### config.mk
export PLATFORM = sky130hd
export DESIGN_NAME = busy_scoreboard
export DESIGN_NICKNAME = d
export VERILOG_FILES = /design/src/rtl/sb_pkg.sv /design/src/rtl/sb_busy_table.sv /design/src/rtl/sb_src_check.sv /design/src/rtl/sb_stall_ctl.sv /design/src/rtl/busy_scoreboard.sv
export SDC_FILE = /design/constraint.sdc
export NUM_CORES = 1
export LEC_CHECK = 0
export BUFFER_PORTS_ARGS = -buffer_cell sky130_fd_sc_hd__buf_4
export CORE_MARGIN = 2
export CORE_UTILIZATION = 58
export CTS_CLUSTER_SIZE = 16
export DETAILED_ROUTE_END_ITERATION = 10
export GPL_TIMING_DRIVEN = 0
export PLACE_DENSITY = 0.77
export SYNTH_ARGS = -nofsm -noshare
export SYNTH_HDL_FRONTEND = slang
export SYNTH_SLANG_ARGS = --single-unit
### constraint.sdc
create_clock -name clk -period 2.6 [get_ports clk]
set_clock_uncertainty 0.1 [all_clocks]
set_input_delay 0.26 -clock clk [delete_from_list [all_inputs] [get_ports clk]]
set_output_delay 0.26 -clock clk [all_outputs]
set_load 0.03 [all_outputs]
### src/rtl/sb_pkg.sv
package sb_pkg;

    typedef struct packed {
        logic stall;
        logic pc_en;
        logic ifid_en;
        logic idex_clr;
    } pipe_ctl_t;

    localparam int unsigned NUM_SRCS = 2;

endpackage

### src/rtl/sb_busy_table.sv
module sb_busy_table #(
    parameter int unsigned NUM_REGS = 32,
    parameter int unsigned IDX_W    = $clog2(NUM_REGS)
) (
    input  logic                clk,
    input  logic                rst_n,
    input  logic                set_en,
    input  logic [IDX_W-1:0]    set_idx,
    input  logic                clr_en,
    input  logic [IDX_W-1:0]    clr_idx,
    output logic [NUM_REGS-1:0] busy
);

    genvar g;
    generate
        for (g = 0; g < NUM_REGS; g++) begin : g_flag
            if (g == 0) begin : g_zero
                // constant register: never tracked
                assign busy[g] = 1'b0;
            end else begin : g_live
                logic hit_set;
                logic hit_clr;
                logic flag_q;

                assign hit_set = set_en && (set_idx == IDX_W'(g));
                assign hit_clr = clr_en && (clr_idx == IDX_W'(g));

                always_ff @(posedge clk or negedge rst_n) begin
                    if (!rst_n) begin
                        flag_q <= 1'b0;
                    end else if (hit_set) begin
                        // set has priority over a coincident clear
                        flag_q <= 1'b1;
                    end else if (hit_clr) begin
                        flag_q <= 1'b0;
                    end
                end

                assign busy[g] = flag_q;
            end
        end
    endgenerate

endmodule

### src/rtl/sb_src_check.sv
module sb_src_check #(
    parameter int unsigned NUM_REGS = 32,
    parameter int unsigned IDX_W    = $clog2(NUM_REGS),
    parameter int unsigned N_SRC    = sb_pkg::NUM_SRCS
) (
    input  logic [NUM_REGS-1:0]         busy,
    input  logic [N_SRC-1:0][IDX_W-1:0] srcs,
    output logic                        hazard
);

    logic [N_SRC-1:0] src_hit;

    genvar s;
    generate
        for (s = 0; s < N_SRC; s++) begin : g_src
            assign src_hit[s] = busy[srcs[s]];
        end
    endgenerate

    assign hazard = |src_hit;

endmodule

### src/rtl/sb_stall_ctl.sv
module sb_stall_ctl (
    input  logic             hazard,
    input  logic             iss_vld,
    output sb_pkg::pipe_ctl_t ctl,
    output logic             claim
);

    always_comb begin
        ctl.stall    = hazard;
        ctl.pc_en    = !hazard;
        ctl.ifid_en  = !hazard;
        ctl.idex_clr = hazard;
        // a held instruction never claims its destination
        claim        = iss_vld && !hazard;
    end

endmodule

### src/rtl/busy_scoreboard.sv
module busy_scoreboard #(
    parameter int unsigned NUM_REGS = 32,
    parameter int unsigned IDX_W    = $clog2(NUM_REGS)
) (
    input  logic             clk,
    input  logic             rst_n,
    input  logic [IDX_W-1:0] dec_src_a,
    input  logic [IDX_W-1:0] dec_src_b,
    input  logic             iss_vld,
    input  logic [IDX_W-1:0] iss_dst,
    input  logic             ret_vld,
    input  logic [IDX_W-1:0] ret_dst,
    output logic             stall,
    output logic             pc_en,
    output logic             ifid_en,
    output logic             idex_clr
);

    logic [NUM_REGS-1:0]                          busy_q;
    logic [sb_pkg::NUM_SRCS-1:0][IDX_W-1:0]       src_vec;
    logic                                         hazard;
    logic                                         claim;
    sb_pkg::pipe_ctl_t                            ctl;

    assign src_vec[0] = dec_src_a;
    assign src_vec[1] = dec_src_b;

    sb_busy_table #(.NUM_REGS(NUM_REGS), .IDX_W(IDX_W)) u_table (
        .clk     (clk),
        .rst_n   (rst_n),
        .set_en  (claim),
        .set_idx (iss_dst),
        .clr_en  (ret_vld),
        .clr_idx (ret_dst),
        .busy    (busy_q)
    );

    sb_src_check #(.NUM_REGS(NUM_REGS), .IDX_W(IDX_W), .N_SRC(sb_pkg::NUM_SRCS)) u_check (
        .busy   (busy_q),
        .srcs   (src_vec),
        .hazard (hazard)
    );

    sb_stall_ctl u_ctl (
        .hazard  (hazard),
        .iss_vld (iss_vld),
        .ctl     (ctl),
        .claim   (claim)
    );

    assign stall    = ctl.stall;
    assign pc_en    = ctl.pc_en;
    assign ifid_en  = ctl.ifid_en;
    assign idex_clr = ctl.idex_clr;

endmodule

* Yosys cells after proc, flatten, opt, wreduce, memory -nomap -nowiden
Cells that the tools add are included.
Word-level totals: register bits 31, bits of input ports 24, output and inout bits 4, logic and storage cells 257
Cells by class: magnitude comparators 2, equal/unequal tests 62, multiplexer cells 66, reduce and logical (&&, ||, !) cells 96
Operators with widths (count):
- $eq 5x5->1 const B | 32
- $eq 5x4->1 const B | 16
- $mux 1 | 64
- $logic_and 1x1->1 | 63
- $reduce_bool 2->1 | 31
- $eq 5x3->1 const B | 8
- $eq 5x2->1 const B | 4
- $lt 5x6->1 const B | 2
- $bmux 1 s5 | 2
- $eq 5x1->1 const B | 2
- $reduce_or 2->1 | 1
- $logic_not 1->1 | 1

* Longest topological paths before layout
depth after elaboration 7, depth in mapped cells 9, mapped depth without buffers 6

* Modules after synthesis
Synthesis repeated with hierarchy kept, for this count alone.
Unflattened totals: cell total of the unflattened synthesis 228, area, all modules 2189.6 µm²
Modules (own cells, without submodules):
- sb_busy_table | times used 1, cells each 161, area each 1565.3 µm², sequential area each 775.7 µm²
- sb_src_check | times used 1, cells each 62, area each 591.8 µm², sequential area each 0.0 µm²
- sb_stall_ctl | times used 1, cells each 5, area each 32.5 µm², sequential area each 0.0 µm²

* Least setup slack after synthesis
No wires, ideal clock.
kind in2out, start point input dec_src_a[0], end point output pc_en, arrival 2.116 ns, setup slack 0.124 ns, stages on the path 9, buffers on the path 3, cells stage by stage buf_4 -> mux4_2 -> nor4bb_1 -> nor2_1 -> nand4_1 -> nand4_2 -> buf_6 -> inv_1 -> buf_4
On the way: longest elaborated chain between the ends 4
RTL lines:
- start, declared | line busy_scoreboard.sv:7 | input logic [IDX_W-1:0] dec_src_a,
- $bmux 1 s5 | line sb_src_check.sv:16 | assign src_hit[s] = busy[srcs[s]];
- $mux 1 (implied by the code) | line sb_src_check.sv:16
- $reduce_or 2->1 | line sb_src_check.sv:20 | assign hazard = |src_hit;
- via idex_clr | line busy_scoreboard.sv:16 | output logic idex_clr
- $logic_not 1->1
- end, declared | line busy_scoreboard.sv:14 | output logic pc_en,
The timed path passes the listed nets, and every way through them passes these cells. The select of a mux whose other input is x is not followed.

* Worst setup path after layout
start point register u_table.g_flag[13].g_live.flag_q, end point output pc_en
On the way: longest elaborated chain between the ends 4, elaborated cells on any way between the ends 6, classes of those cells 4 x mux; 2 x reduce/logical
RTL lines:
- start, declared | line sb_busy_table.sv:23 | logic flag_q;
- start signal, assigned | line sb_busy_table.sv:30 | flag_q <= 1'b0;
- start signal, assigned | line sb_busy_table.sv:33 | flag_q <= 1'b1;
- start signal, assigned | line sb_busy_table.sv:35 | flag_q <= 1'b0;
- $bmux 1 s5 | line sb_src_check.sv:16
- $mux 1 (implied by the code) | line sb_src_check.sv:16
- $reduce_or 2->1 (*) | line sb_src_check.sv:20
- $logic_not 1->1 (*) | line sb_stall_ctl.sv:10 | ctl.pc_en = !hazard;
Mark *: on every way between the ends. The rest lies on a longest branch, timed or not. The select of a mux whose other input is x is not followed.

==> impl_metrics.env <==
export IMPL_hp_class="in2reg"
export IMPL_maxCapViolCount=0
export IMPL_grt_pass1_vias=1768
export IMPL_top_register="u_table.g_flag.g_live.flag_q"
export IMPL_fin_setup_tns_ns=0
export IMPL_vias=1853
export IMPL_min_delay_start="iss_dst[3]"
export IMPL_seq_area_um2=776
export IMPL_yosys_area_top_type="dfrtp_1"
export IMPL_netlist_top_cells_count="33 x o21ai_0, 32 x nand2_1, 31 x dfrtp_1"
export IMPL_cts_buffer_depth=2
export IMPL_slew_headroom_pct=59.9
export IMPL_top_regs="u_table.g_flag.g_live.flag_q x31"
export IMPL_num_antenna_cells=0
export IMPL_critPathKind="reg2out"
export IMPL_cts_tree="yes"
export IMPL_synth_distinct_cells=35
export IMPL_r2r_start="u_table.g_flag[13].g_live.flag_q"
export IMPL_busiest_layer="met2"
export IMPL_hpwlAfterDp_um=3940
export IMPL_fp_dieW_um=64.7
export IMPL_rsz0062_at_grt="false"
export IMPL_power_uw=1640
export IMPL_initial_core_util_pct=59.3
export IMPL_status="complete, no violations"
export IMPL_cts_made_buffers=5
export IMPL_startpoint_type="register"
export IMPL_antenna_found_initial=0
export IMPL_max_freq_mhz=400
export IMPL_drt_iter0_drc=138
export IMPL_critical_path_startpoint="u_table.g_flag[13].g_live.flag_q"
export IMPL_r2r_cells=8
export IMPL_synth_top_cell_area_share_pct=36.3
export IMPL_rows=22
export IMPL_worst_setup_path_end_kind="output pin"
export IMPL_synth_edf_count=0
export IMPL_synth_seq_area_share_pct=36.3
export IMPL_clkSlewWorstSetupHoldPaths_ns=0.06
export IMPL_r2r_setup_slack_ns=0.40
export IMPL_setup_viol=0
export IMPL_ant_nets=0
export IMPL_yosysMostFrequentCell="o21ai_0"
export IMPL_synth_nets=245
export IMPL_cp_max_fo=5
export IMPL_period_share_pct=96.2
export IMPL_fin_cells=300
export IMPL_final_nets=277
export IMPL_syn_area_um2=2140
export IMPL_drive_gt1_share_pct=34.5
export IMPL_r2r_end="u_table.g_flag[25].g_live.flag_q"
export IMPL_track_usage_pct=30.2
export IMPL_p_leak_uw=0.000987
export IMPL_grt_util_met3_pct=6.25
export IMPL_grt_max_degree=32
export IMPL_dp_cells=290
export IMPL_worstMarginPinSlew_ns=0.599
export IMPL_multi_input_area_um2=1270
export IMPL_grt_pass1_wl_um=9400
export IMPL_dr_pass1_iters=4
export IMPL_p_per_area_nw_per_um2=656
export IMPL_fin_crit_ns=2.50
export IMPL_grt_use_met2_pct=45.4
export IMPL_syn2layout_area_growth_pct=17.0
export IMPL_cts_sinks=31
export IMPL_grt_util_met1_pct=45.1
export IMPL_synth_area_leaders="dfrtp_1 36%, mux4_2 13%, o21ai_2 11%"
export IMPL_insertion_delay_ns=0.28
export IMPL_largest_reg_flops=31
export IMPL_die_h_um=64.7
export IMPL_synth_seq_cells=31
export IMPL_ir_drop_uv=469
export IMPL_io_buffers=21
export IMPL_vias_per_cell=6.18
export IMPL_place_gp_congestion=0.848
export IMPL_remaining_drc_errors=0
export IMPL_async_flop_share_pct=100
export IMPL_endpoint="pc_en"
export IMPL_grt_overflow_total=0
export IMPL_fillCellCount=299
export IMPL_finalHoldViolCount=0
export IMPL_htreeDepth=2
export IMPL_syn_instance_count=221
export IMPL_cp_arrival_ns=2.14
export IMPL_final_max_slew_viol_count=0
export IMPL_synth_flop_cell="dfrtp_1"
export IMPL_core_area_um2=3610
export IMPL_post_drt_wl_per_cell_um=18.8
export IMPL_synth_avg_cell_area_um2=9.68
export IMPL_ioPinCount=28
export IMPL_finalWirelength_um=5640
export IMPL_cts_root_buf="clkbuf_8"
export IMPL_die_area_um2=4190
export IMPL_cp_data_required_time_ns=2.24
export IMPL_ys_warn_count=0
## per-stage QoR
stage	hold slack [ns]	utilization, %	setup WS [ns]	cell area, µm²
floorplan	-0.136	-	0.124	2140
global placement	0.116	65.3	0.0535	2360
detailed placement	0.120	65.3	0.0378	2360
CTS	0.183	69.9	0.00397	2520
global route	0.205	69.4	0.00668	2500
finish	0.182	69.4	0.0983	2500
## report_power, final
| group | switching (µW) | internal (µW) |
|---|---|---|
| clock network | 170 | 178 |
| registers | 95.7 | 598 |
| logic | 309 | 289 |
| total | 575 | 1070 |
## logic make-up (layout without fill, tap and decap cells)
group | count (synthesis) | after routing | share of synthesized area [%]
AOI/OAI and AO/OA | 69 | 69 | 22.4
buffers and inverters | 18 | 49 | 5.56
DFF | 31 | 31 | 36.3
muxes | 20 | 20 | 16.6
and+or+nand+nor | 83 | 83 | 19.3
## how the worst min path moves through the flow
| stage | to | slack (ns) | cells past startpoint |
|---|---|---|---|
| 6_report | u_table.g_flag[29].g_live.flag_q | 0.18 | 3 |
| 5_1_grt | u_table.g_flag[29].g_live.flag_q | 0.20 | 3 |
| 4_1_cts | u_table.g_flag[29].g_live.flag_q | 0.18 | 3 |
| 3_5_place_dp | u_table.g_flag[28].g_live.flag_q | 0.12 | 1 |
| 3_3_place_gp | u_table.g_flag[28].g_live.flag_q | 0.12 | 1 |
| 2_1_floorplan | u_table.g_flag[10].g_live.flag_q | -0.14 | 0 |
## area by class of cell
cell class,count,share of cell area [%]
multi-input cells,172,50.8
flip-flops and latches,31,31.0
repair buffers,26,8.55
plain buffers,14,3.85
clock buffers,6,2.90
well taps,48,2.40
inverters,3,0.450
## what timing repair did
| action | in CTS | in global routing |
|---|---|---|
| pin swaps | 2 | 2 |
| resized for setup | 7 | 1 |
| gates cloned | 0 | 0 |
| setup buffers | 4 | 0 |
| endpoints found under the hold margin | 31 | 0 |
| hold buffers | 1 | 0 |
| setup endpoints to repair | 4 | 4 |
## cell usage in the layout (no fill, tap or decap), drive strengths merged, types with 3 or more instances in the layout
master	instances
nand3b	3
nand2	32
nand4	4
inv	3
o21ai	61
nor2	12
dfrtp	31
nor2b	6
mux2i	5
nand3	10
buf	37
mux4	12
mux2	3
nand2b	6
clkbuf	8
## critical path: stages, from the launching register on
cell and delay (ns):
dfrtp_1 0.39, mux4_2 0.48, nor2_1 0.10, a21oi_1 0.06
a41oi_2 0.27, nand4_4 0.20, inv_1 0.12, buf_4 0.11
buf_6 0.12
## per-layer routing
| metal | vias up | wire length [µm] |
|---|---|---|
| met3 | 5 | 402 |
| met4 | 0 | 54 |
| met5 | - | 0 |
| met2 | 73 | 2670 |
| met1 | 901 | 2520 |
| li1 | 874 | - |
No activity file was read; power rests on OpenSTA's default activity.
